`config.mk`:
```
export PLATFORM = sky130hd
export DESIGN_NAME = moesi_coh_ctrl
export DESIGN_NICKNAME = d
export VERILOG_FILES = /design/src/rtl/moesi_pkg.sv /design/src/rtl/moesi_state_array.sv /design/src/rtl/moesi_proc_fsm.sv /design/src/rtl/moesi_snoop_fsm.sv /design/src/rtl/moesi_coh_ctrl.sv
export SDC_FILE = /design/constraint.sdc
export NUM_CORES = 1
export LEC_CHECK = 0
export ABC_CLOCK_PERIOD_IN_PS = 2800
export BUFFER_PORTS_ARGS = -buffer_cell sky130_fd_sc_hd__buf_2
export CAP_MARGIN = 20
export CORE_MARGIN = 5
export CORE_UTILIZATION = 60
export CTS_CLUSTER_SIZE = 40
export DETAILED_ROUTE_END_ITERATION = 7
export PLACE_DENSITY_LB_ADDON = 0.25
export SLEW_MARGIN = 15
export SYNTH_ARGS = -nofsm -noshare
export SYNTH_HDL_FRONTEND = slang
export SYNTH_SLANG_ARGS = --single-unit
```
`constraint.sdc`:
```
create_clock -name clk_i -period 2.8 [get_ports clk_i]
set_input_delay 0.14 -clock clk_i [delete_from_list [all_inputs] [get_ports clk_i]]
set_output_delay 0.14 -clock clk_i [all_outputs]
set_load 0.05 [all_outputs]
```
`src/rtl/moesi_pkg.sv`:
```
package moesi_pkg;
  typedef enum logic [2:0] {
    ST_I = 3'd0,
    ST_S = 3'd1,
    ST_O = 3'd2,
    ST_M = 3'd3,
    ST_E = 3'd4
  } line_st_e;

  typedef enum logic [2:0] {
    BC_NONE = 3'd0,
    BC_RD   = 3'd1,
    BC_RDX  = 3'd2,
    BC_UPGR = 3'd3,
    BC_WB   = 3'd4
  } bus_cmd_e;

  typedef enum logic [1:0] {
    OP_READ  = 2'd0,
    OP_WRITE = 2'd1,
    OP_EVICT = 2'd2
  } proc_op_e;
endpackage

```
`src/rtl/moesi_state_array.sv`:
```
module moesi_state_array #(
  parameter int unsigned NUM_LINES = 16,
  parameter int unsigned SW        = 3,
  localparam int unsigned IDX_W    = $clog2(NUM_LINES)
) (
  input  logic             clk_i,
  input  logic             rst_ni,
  input  logic             we_i,
  input  logic [IDX_W-1:0] widx_i,
  input  logic [SW-1:0]    wst_i,
  output logic [SW-1:0]    st_o [NUM_LINES]
);
  for (genvar g = 0; g < NUM_LINES; g++) begin : g_line
    always_ff @(posedge clk_i or negedge rst_ni) begin
      if (!rst_ni)                                       st_o[g] <= '0;
      else if (we_i && widx_i == IDX_W'(g))              st_o[g] <= wst_i;
    end
  end
endmodule

```
`src/rtl/moesi_proc_fsm.sv`:
```
module moesi_proc_fsm
  import moesi_pkg::*;
#(
  parameter bit HAS_EXCL = 1'b1,
  parameter bit HANDOFF  = 1'b0
) (
  input  proc_op_e op_i,
  input  line_st_e cur_i,
  input  logic     shared_i,
  input  logic     src_i,
  output line_st_e nxt_o,
  output bus_cmd_e cmd_o,
  output logic     wb_o
);
  always_comb begin
    nxt_o = cur_i;
    cmd_o = BC_NONE;
    wb_o  = 1'b0;
    unique case (op_i)
      OP_READ: begin
        if (cur_i == ST_I) begin
          cmd_o = BC_RD;
          if (HANDOFF && src_i)                       nxt_o = ST_O;
          else if (shared_i || src_i || !HAS_EXCL)    nxt_o = ST_S;
          else                                        nxt_o = ST_E;
        end
      end
      OP_WRITE: begin
        unique case (cur_i)
          ST_I:       begin cmd_o = BC_RDX;  nxt_o = ST_M; end
          ST_S, ST_O: begin cmd_o = BC_UPGR; nxt_o = ST_M; end
          ST_E:       nxt_o = ST_M;
          default:    nxt_o = cur_i;
        endcase
      end
      OP_EVICT: begin
        if (cur_i == ST_M || cur_i == ST_O) begin
          cmd_o = BC_WB;
          wb_o  = 1'b1;
        end
        nxt_o = ST_I;
      end
      default: nxt_o = cur_i;
    endcase
  end
endmodule

```
`src/rtl/moesi_snoop_fsm.sv`:
```
module moesi_snoop_fsm
  import moesi_pkg::*;
#(
  parameter bit HANDOFF = 1'b0
) (
  input  bus_cmd_e scmd_i,
  input  line_st_e cur_i,
  output line_st_e nxt_o,
  output logic     flush_o,
  output logic     shared_o
);
  logic dirty;
  assign dirty = (cur_i == ST_M) || (cur_i == ST_O);

  always_comb begin
    nxt_o    = cur_i;
    flush_o  = 1'b0;
    shared_o = 1'b0;
    unique case (scmd_i)
      BC_RD: begin
        if (dirty) begin
          flush_o  = 1'b1;
          shared_o = 1'b1;
          nxt_o    = HANDOFF ? ST_S : ST_O;
        end else if (cur_i != ST_I) begin
          shared_o = 1'b1;
          nxt_o    = ST_S;
        end
      end
      BC_RDX, BC_UPGR: begin
        flush_o = dirty;
        nxt_o   = ST_I;
      end
      default: nxt_o = cur_i;  // writebacks are ignored
    endcase
  end
endmodule

```
`src/rtl/moesi_coh_ctrl.sv`:
```
module moesi_coh_ctrl
  import moesi_pkg::*;
#(
  parameter int unsigned NUM_LINES = 16,
  parameter bit          HAS_EXCL  = 1'b1,
  parameter bit          HANDOFF   = 1'b0,
  localparam int unsigned IDX_W    = $clog2(NUM_LINES),
  localparam int unsigned ST_W     = HAS_EXCL ? 3 : 2
) (
  input  logic             clk_i,
  input  logic             rst_ni,
  input  logic             preq_valid_i,
  input  logic [1:0]       preq_op_i,
  input  logic [IDX_W-1:0] preq_idx_i,
  input  logic             bus_shared_i,
  input  logic             bus_src_i,
  input  logic             snp_valid_i,
  input  logic [2:0]       snp_cmd_i,
  input  logic [IDX_W-1:0] snp_idx_i,
  input  logic [IDX_W-1:0] st_rd_idx_i,
  output logic [ST_W-1:0]  st_rd_o,
  output logic [2:0]       bus_cmd_o,
  output logic             wb_o,
  output logic             flush_o,
  output logic             shared_o
);
  logic [ST_W-1:0] st_raw [NUM_LINES];
  line_st_e        line_st [NUM_LINES];

  for (genvar g = 0; g < NUM_LINES; g++) begin : g_ext
    if (ST_W == 3) begin : g_w3
      assign line_st[g] = line_st_e'(st_raw[g]);
    end else begin : g_w2
      assign line_st[g] = line_st_e'({1'b0, st_raw[g]});
    end
  end

  line_st_e cur_p, cur_s, nxt_p, nxt_s;
  bus_cmd_e cmd_p;
  logic     wb_p, fl_s, sh_s;

  assign cur_p = line_st[preq_idx_i];
  assign cur_s = line_st[snp_idx_i];

  moesi_proc_fsm #(.HAS_EXCL(HAS_EXCL), .HANDOFF(HANDOFF)) u_proc (
    .op_i     (proc_op_e'(preq_op_i)),
    .cur_i    (cur_p),
    .shared_i (bus_shared_i),
    .src_i    (bus_src_i),
    .nxt_o    (nxt_p),
    .cmd_o    (cmd_p),
    .wb_o     (wb_p)
  );

  moesi_snoop_fsm #(.HANDOFF(HANDOFF)) u_snoop (
    .scmd_i   (bus_cmd_e'(snp_cmd_i)),
    .cur_i    (cur_s),
    .nxt_o    (nxt_s),
    .flush_o  (fl_s),
    .shared_o (sh_s)
  );

  // processor side wins the single write port; arbitration keeps them apart
  logic             we;
  logic [IDX_W-1:0] widx;
  line_st_e         wst;
  always_comb begin
    we   = preq_valid_i | snp_valid_i;
    widx = preq_valid_i ? preq_idx_i : snp_idx_i;
    wst  = preq_valid_i ? nxt_p : nxt_s;
  end

  moesi_state_array #(.NUM_LINES(NUM_LINES), .SW(ST_W)) u_arr (
    .clk_i  (clk_i),
    .rst_ni (rst_ni),
    .we_i   (we),
    .widx_i (widx),
    .wst_i  (wst[ST_W-1:0]),
    .st_o   (st_raw)
  );

  always_ff @(posedge clk_i or negedge rst_ni) begin
    if (!rst_ni) begin
      bus_cmd_o <= BC_NONE;
      wb_o      <= 1'b0;
      flush_o   <= 1'b0;
      shared_o  <= 1'b0;
    end else begin
      bus_cmd_o <= preq_valid_i ? cmd_p : BC_NONE;
      wb_o      <= preq_valid_i & wb_p;
      flush_o   <= !preq_valid_i & snp_valid_i & fl_s;
      shared_o  <= !preq_valid_i & snp_valid_i & sh_s;
    end
  end

  assign st_rd_o = st_raw[st_rd_idx_i];

  // ---------------- assertions ----------------
  assert_idle_quiet_R1: assert property (@(posedge clk_i) disable iff (!rst_ni)
    !preq_valid_i && !snp_valid_i |=> bus_cmd_o == BC_NONE && !wb_o && !flush_o && !shared_o);

  assert_upgr_from_so_R4: assert property (@(posedge clk_i) disable iff (!rst_ni)
    preq_valid_i && preq_op_i == OP_WRITE && (cur_p == ST_S || cur_p == ST_O)
    |=> bus_cmd_o == BC_UPGR);

  assert_snprd_m_no_wb_R5: assert property (@(posedge clk_i) disable iff (!rst_ni)
    !preq_valid_i && snp_valid_i && snp_cmd_i == BC_RD && cur_s == ST_M
    |=> flush_o && shared_o && !wb_o);

  assert_evict_dirty_wb_R8: assert property (@(posedge clk_i) disable iff (!rst_ni)
    preq_valid_i && preq_op_i == OP_EVICT && (cur_p == ST_M || cur_p == ST_O)
    |=> bus_cmd_o == BC_WB && wb_o);

  assert_wb_with_cmd_R8: assert property (@(posedge clk_i) disable iff (!rst_ni)
    wb_o |-> bus_cmd_o == BC_WB);

  assert_no_own_from_es_R9: assert property (@(posedge clk_i) disable iff (!rst_ni)
    !preq_valid_i && snp_valid_i && (cur_s == ST_E || cur_s == ST_S)
    |=> line_st[$past(snp_idx_i)] != ST_O);

  assert_snp_wb_ignored_R12: assert property (@(posedge clk_i) disable iff (!rst_ni)
    !preq_valid_i && snp_valid_i && snp_cmd_i == BC_WB
    |=> !flush_o && !shared_o && line_st[$past(snp_idx_i)] == $past(cur_s));

  assert_no_req_overlap_R13: assert property (@(posedge clk_i) disable iff (!rst_ni)
    !(preq_valid_i && snp_valid_i));
endmodule

```
==> metrics, run 1 <==
result of the run finished clean; Worst Reg-to-Reg Cells 6; Mapped Cells around 380; final-report max-slew violation count 0; post-detailed-route DRC marker count 0; Design Power 3.156 mW; final critical path time including I/O delays and setup around 2.5 ns; number of inserted filler cells in the final layout ~510; required arrival time at the worst endpoint 2.97 ns; Final #Nets about 420; register-to-register path setup slack ~0.35 ns; antenna violations before repair 0; maximum vdd drop ~0.47 mV; capturing point of the worst reg2reg path u_arr.st_o[30]; final core utilization roughly two thirds; final worst path period share 87.54%; total detailed-routing wirelength about 11000 um; first drt pass iteration count 6; ratio of cells with drive above 1 in the final layout approximately a quarter; Initial Util 62.01%; most common library cell in the layout ignoring fill and taps sky130_fd_sc_hd__nor2_1; port bufs 31; kind of end point of the critical path register; ANT cells 0; largest net degree at the start of global routing 36; count of max-cap constraint violations 0; Area growth syn-to-layout 6.382%; TritonCTS clock tree done; number of buffers created by CTS 5; Sum Neg Setup Slack 0 ns; number of synthesized register bits 54; post-DR vias/cell just over 7; Chip Width 91.24 um; number of hold violations in the final report 0; average wire per standard cell 22.70 um; count of nets left with antenna violations after detail routing 0; number of buffers inserted to repair setup after CTS 0; number of global-route vias before repair 3296; min-delay src snp_valid_i; most frequent cells in the layout 56 x sky130_fd_sc_hd__nor2_1, 54 x sky130_fd_sc_hd__dfrtp_1, 38 x sky130_fd_sc_hd__a31oi_1; global route overflow 0; sequential cell area fraction in the yosys report 34.12%; max_slew headroom between 40% and 50%; total standard cell area after synthesis about 4000 um^2; area of placed instances slightly above 4000 um^2; endpoint of the worst hold path shared_o; Hold WC Path Type in -> reg; worst clock skew on the final layout about 0.011 ns; Arrival @ worst endpoint 2.62 ns; Clock Tree Root sky130_fd_sc_hd__clkbuf_8; Clock Pin Slew Worst Setup and Hold Paths approximately 0.10 ns; total of endpoints with negative setup slack in the final report 0; CTS Buffer Depth 2; unrepaired setup endpoints after global routing false; FF-to-FF Start u_arr.st_o[15]; CP Max Fanout 16; Core Box Area 6386 um^2; Vert. Die Dim 91.24 um; worst skew pair latency between 0.3 and 0.4 ns; wire length of the first global-routing pass around 18000 um; Synth warnings 0; Iter 0 DRT Violations around 530; top flip-flop cell by instance count after synthesis sky130_fd_sc_hd__dfrtp_1; Sinks on Clock Net 54; Max Freq about 0.41 GHz; Vias approximately 3400; Routability Congestion between 0.9 and 1; cell row count 29; Leak ~1.7 nW; post-synthesis area per instance 10.53 um^2; count of H-tree levels built during CTS 2; die footprint around 8300 um^2; placed wire-length estimate 7902 um; number of unique standard cell types used by synthesis 56; # IOs 32; net count of the mapped netlist 399; Non-Filler Cell Area, Final 4213 um^2; power density over the cells 749.2 nW/um^2; number of cells on the worst hold path 3; Worst Path Class, Setup reg -> reg; all-layer global routing usage roughly a quarter; Async S/R FF share, synth 100.0%; number of enable flip-flop cells after synthesis 0; CP Launch Type register; Tightest Pin Transition approximately 0.76 ns
## sequential cells by signal, summed over array words and instances (netlist names)
name        cells
wb_o            1
bus_cmd_o       3
flush_o         1
u_arr.st_o     48
shared_o        1
## synth_stat cells, types with 2 or more instances
library cell	instances	area, um^2
sky130_fd_sc_hd__mux4_2	27	608.1
sky130_fd_sc_hd__o21ai_2	10	87.58
sky130_fd_sc_hd__and3_1	2	12.51
sky130_fd_sc_hd__dfrtp_1	54	1351
sky130_fd_sc_hd__nor2b_1	7	43.79
sky130_fd_sc_hd__nand3_1	4	20.02
sky130_fd_sc_hd__buf_2	9	45.04
sky130_fd_sc_hd__a21oi_1	4	20.02
sky130_fd_sc_hd__a22oi_1	2	15.01
sky130_fd_sc_hd__nor3_1	8	40.04
sky130_fd_sc_hd__mux2_2	6	67.56
sky130_fd_sc_hd__nor2_1	56	210.2
sky130_fd_sc_hd__o211a_1	2	20.02
sky130_fd_sc_hd__o311ai_1	2	17.52
sky130_fd_sc_hd__o21a_1	4	30.03
sky130_fd_sc_hd__o21ai_0	9	45.04
sky130_fd_sc_hd__nand2b_1	7	43.79
sky130_fd_sc_hd__and2_1	3	18.77
sky130_fd_sc_hd__clkbuf_1	7	26.28
sky130_fd_sc_hd__mux4_1	5	131.4
sky130_fd_sc_hd__o22ai_1	3	18.77
sky130_fd_sc_hd__nand2_1	26	97.59
sky130_fd_sc_hd__inv_1	7	26.28
sky130_fd_sc_hd__nor4_1	4	25.02
sky130_fd_sc_hd__buf_6	3	33.78
sky130_fd_sc_hd__o21ai_1	2	10.01
sky130_fd_sc_hd__a31oi_1	38	237.7
sky130_fd_sc_hd__buf_4	4	30.03
sky130_fd_sc_hd__mux2i_1	34	340.3
## how the worst max path moves through the flow
stage / start / to / slack [ns] / cells past startpoint
detailed placement: preq_idx_i[0] / u_arr.st_o[20] / 0.32 / 8
CTS: u_arr.st_o[30] / u_arr.st_o[20] / 0.42 / 7
global placement: preq_idx_i[0] / u_arr.st_o[18] / 0.42 / 7
global route: u_arr.st_o[30] / u_arr.st_o[39] / 0.22 / 6
finish: u_arr.st_o[15] / u_arr.st_o[30] / 0.35 / 6
floorplan: u_arr.st_o[30] / u_arr.st_o[11] / 0.71 / 7
## metal layers
| metal | share of wire (%) | global-route usage [%] |
|---|---|---|
| met5 | 0 | 0 |
| met2 | 47 | 41.77 |
| met3 | 9.5 | 5.868 |
| met4 | 3.4 | 9.658 |
| met1 | 40 | 36.64 |
## area by class of cell
type                       count  area [um^2]  share of cell area [%]
sequential                    54         1351                   32.08
inverter                       8        30.03                  0.7128
tap                           77        96.34                   2.287
clock inverter                 1        30.03                  0.7128
multi-input combinational    289         2420                   57.44
clock buffer                   6        82.58                   1.960
timing repair buffer          37        202.7                   4.811
## cells by family (layout without fill, tap and decap cells)
group / Yosys count / in the layout / synth area share [%]
mux: 72 / 72 / 28.97
compound gates: 92 / 92 / 17.35
buf+inv: 33 / 52 / 4.771
flops: 54 / 54 / 34.12
xor+xnor: 1 / 1 / 0.2212
simple gates: 124 / 124 / 14.57
## where the power goes
group | internal [mW] | switching, mW | total [mW]
combinational | 0.621 | 0.674 | 1.29
clock | 0.287 | 0.264 | 0.551
sequential | 1.02 | 0.289 | 1.31
## worst max-delay path, stage by stage (launching register included)
cell and delay (ns):
sky130_fd_sc_hd__dfrtp_1 0.42, sky130_fd_sc_hd__mux4_2 0.48, sky130_fd_sc_hd__mux2i_1 0.33, sky130_fd_sc_hd__mux2i_1 0.15, sky130_fd_sc_hd__a221oi_1 0.31, sky130_fd_sc_hd__o211a_2 0.46, sky130_fd_sc_hd__a31oi_1 0.15
## metrics by stage
stage,setup slack (ns),hold WS [ns],cells
6_report,0.3489,0.05332,472
4_1_cts,0.4183,0.04884,472
5_1_grt,0.2216,0.07849,472
3_3_place_gp,0.4222,0.1434,464
3_5_place_dp,0.3220,0.1469,464
2_1_floorplan,0.7139,-0.1556,376
## what timing repair did
action,in CTS,in global routing
resized for setup,0,0
hold endpoints to repair,23,0
hold buffers,1,0
Note: power is estimated with default switching activity, not from simulation.
==> run 2, diff against run 1 <==
--- a/config.mk
+++ b/config.mk
@@ -10,9 +10,11 @@
 export CAP_MARGIN = 20
 export CORE_MARGIN = 5
 export CORE_UTILIZATION = 60
+export CTS_BUF_LIST = sky130_fd_sc_hd__clkbuf_4 sky130_fd_sc_hd__clkbuf_8
 export CTS_CLUSTER_SIZE = 40
 export DETAILED_ROUTE_END_ITERATION = 7
 export PLACE_DENSITY_LB_ADDON = 0.25
+export RECOVER_POWER = 50
 export SLEW_MARGIN = 15
 export SYNTH_ARGS = -nofsm -noshare
 export SYNTH_HDL_FRONTEND = slang
==> metrics, run 2 (same netlist as run 1, synthesis figures left out) <==
global route overflow 0 (unchanged); ANT cells 0 (unchanged); number of buffers inserted to repair setup after CTS 0 (unchanged); worst skew pair latency 0.31 ns (about the same); CP Max Fanout 16 (unchanged); most heavily used metal layer in global routing met2 (unchanged); post-detailed-route DRC marker count 0 (unchanged); total of endpoints with negative setup slack in the final report 0 (unchanged); number of buffers created by CTS 5 (unchanged); power density over the cells 750.6 nW/um^2 (was 749.2 nW/um^2); kind of end point of the critical path register (unchanged); max_slew headroom 17.65% (was 49.53%); slowest library cell on the worst path sky130_fd_sc_hd__mux4_2 (unchanged); largest net degree at the start of global routing 36 (unchanged); fraction of met3 tracks used by global routing 5.868% (unchanged); Clock Pin Slew Worst Setup and Hold Paths 0.10 ns (about the same); final-report max-slew violation count 0 (unchanged); GR Util met1 36.64% (unchanged); Vert. Die Dim 91.24 um (unchanged); count of max-cap constraint violations 0 (unchanged); required arrival time at the worst endpoint 2.96 ns (was 2.97 ns); Tightest Pin Transition 1.235 ns (was 0.7570 ns); final critical path time including I/O delays and setup 2.502 ns (was 2.451 ns); Chip Width 91.24 um (unchanged); count of placed standard cells in the final layout, fillers left out 472 (unchanged); die footprint 8325 um^2 (unchanged); Non-Filler Cell Area, Final 4202 um^2 (was 4213 um^2); area of placed instances 4090 um^2 (unchanged); Final #Nets 418 (unchanged); Iter 0 DRT Violations 532 (was 528); total detailed-routing wirelength 10720 um (about the same); Vias 3347 (was 3364); maximum vdd drop 0.4647 mV (was 0.4652 mV); CTS Buffer Depth 2 (unchanged); CP Launch Type register (unchanged); TritonCTS clock tree done (unchanged); Initial Util 62.01% (unchanged); Largest register FFs 48 (unchanged); count of H-tree levels built during CTS 2 (unchanged); cell with the most instances on the worst path sky130_fd_sc_hd__mux2i_1 (unchanged); stage delay of the slowest cell on the critical path 0.48 ns (about the same); ratio of cells with drive above 1 in the final layout 23.04% (was 24.81%); met2 Usage GRT 41.77% (unchanged); cell row count 29 (unchanged); Leak 1.658 nW (was 1.687 nW); cell-by-cell listing of the critical path mux4_2 -> mux2i_1 -> mux2i_1 -> a221oi_1 -> o211a_2 -> a31oi_1 (unchanged); final core utilization 65.79% (was 65.97%); number of inserted filler cells in the final layout 512 (was 509); Hold WC Path Type in -> reg (unchanged); Sum Neg Setup Slack 0 ns (unchanged); Worst Path Class, Setup reg -> reg (unchanged); # IOs 32 (unchanged); number of global-route vias before repair 3296 (unchanged); cell class contributing the biggest share of worst-path delay multiplexers (unchanged); port bufs 31 (unchanged); largest registers ranked by flip-flop count u_arr.st_o (48), bus_cmd_o (3) (unchanged); post-DR vias/cell 7.091 (was 7.127); Arrival @ worst endpoint 2.67 ns (was 2.62 ns); wire length of the first global-routing pass 17810 um (unchanged); placed wire-length estimate 7902 um (unchanged); Area growth syn-to-layout 6.098% (was 6.382%); count of placed standard cells including taps 464 (unchanged); all-layer global routing usage 26.65% (unchanged); Core Box Area 6386 um^2 (unchanged); most frequent cells in the layout 56 x sky130_fd_sc_hd__nor2_1, 54 x sky130_fd_sc_hd__dfrtp_1, 38 x sky130_fd_sc_hd__a31oi_1 (unchanged); average wire per standard cell 22.71 um (was 22.70 um); WP buf/inv 0 (unchanged); unrepaired setup endpoints after global routing false (unchanged); final worst path period share 89.36% (was 87.54%); first drt pass iteration count 6 (unchanged); result of the run finished clean (unchanged); count of nets left with antenna violations after detail routing 0 (unchanged); worst clock skew on the final layout 0.01053 ns (was 0.01077 ns); number of hold violations in the final report 0 (unchanged); Reg with most FFs u_arr.st_o (unchanged); Routability Congestion 0.9433 (unchanged); Clock Tree Root sky130_fd_sc_hd__clkbuf_8 (unchanged); Max Freq 0.3997 GHz (was 0.4080 GHz); Sinks on Clock Net 54 (unchanged); antenna violations before repair 0 (unchanged); most common library cell in the layout ignoring fill and taps sky130_fd_sc_hd__nor2_1 (unchanged)
run 2: worst paths after layout:
path / start / slack [ns] / to / cells past startpoint
min in group asynchronous: rst_ni / 0.59 / u_arr.st_o[7] / 2
worst max-delay path: u_arr.st_o[15] / 0.30 / u_arr.st_o[30] / 6
worst min register to register: u_arr.st_o[17] / 0.58 / u_arr.st_o[17] / 2
worst min-delay path: snp_valid_i / 0.05 / shared_o / 3
max in group asynchronous: rst_ni / 0.80 / u_arr.st_o[27] / 3
worst max register to register: u_arr.st_o[15] / 0.30 / u_arr.st_o[30] / 6
run 2: layout make-up:
type	count	area, um^2	share of cell area, %
multi-input combinational	289	2420	57.59
tap	77	96.34	2.293
clock inverter	1	30.03	0.7147
sequential	54	1351	32.16
inverter	8	30.03	0.7147
timing repair buffer	37	191.4	4.556
clock buffer	6	82.58	1.965
run 2: metrics by stage:
| stage | worst slack (ns) | hold slack, ns | total power, mW |
|---|---|---|---|
| after global placement | 0.4222 | 0.1434 | 2.536 |
| after global routing | 0.2216 | 0.07849 | 3.330 |
| after detailed placement | 0.3220 | 0.1469 | 2.582 |
| after CTS | 0.4183 | 0.04884 | 3.133 |
| final | 0.2979 | 0.05366 | 3.154 |
| after floorplan | 0.7139 | -0.1556 | 2.263 |
run 2: where the power goes:
part	internal, mW	switching (mW)
clock network	0.287	0.263
registers	1.02	0.288
logic	0.618	0.676
total	1.93	1.23
run 2: repair_timing:
action / in CTS / in global routing
hold endpoints to repair: 23 / 0
hold buffers: 1 / 0
gates resized for setup: 0 / 0
run 2: tightest hold or removal path: stages:
cell and delay [ns]:
sky130_fd_sc_hd__buf_2 0.11, sky130_fd_sc_hd__nand2_1 0.05, sky130_fd_sc_hd__a21oi_1 0.03
run 2: metal layers:
layer	up-vias	share of wire [%]
met5	-	0
met4	0	3.7
met3	43	9.7
met2	228	47
met1	1592	40
li1	1484	-
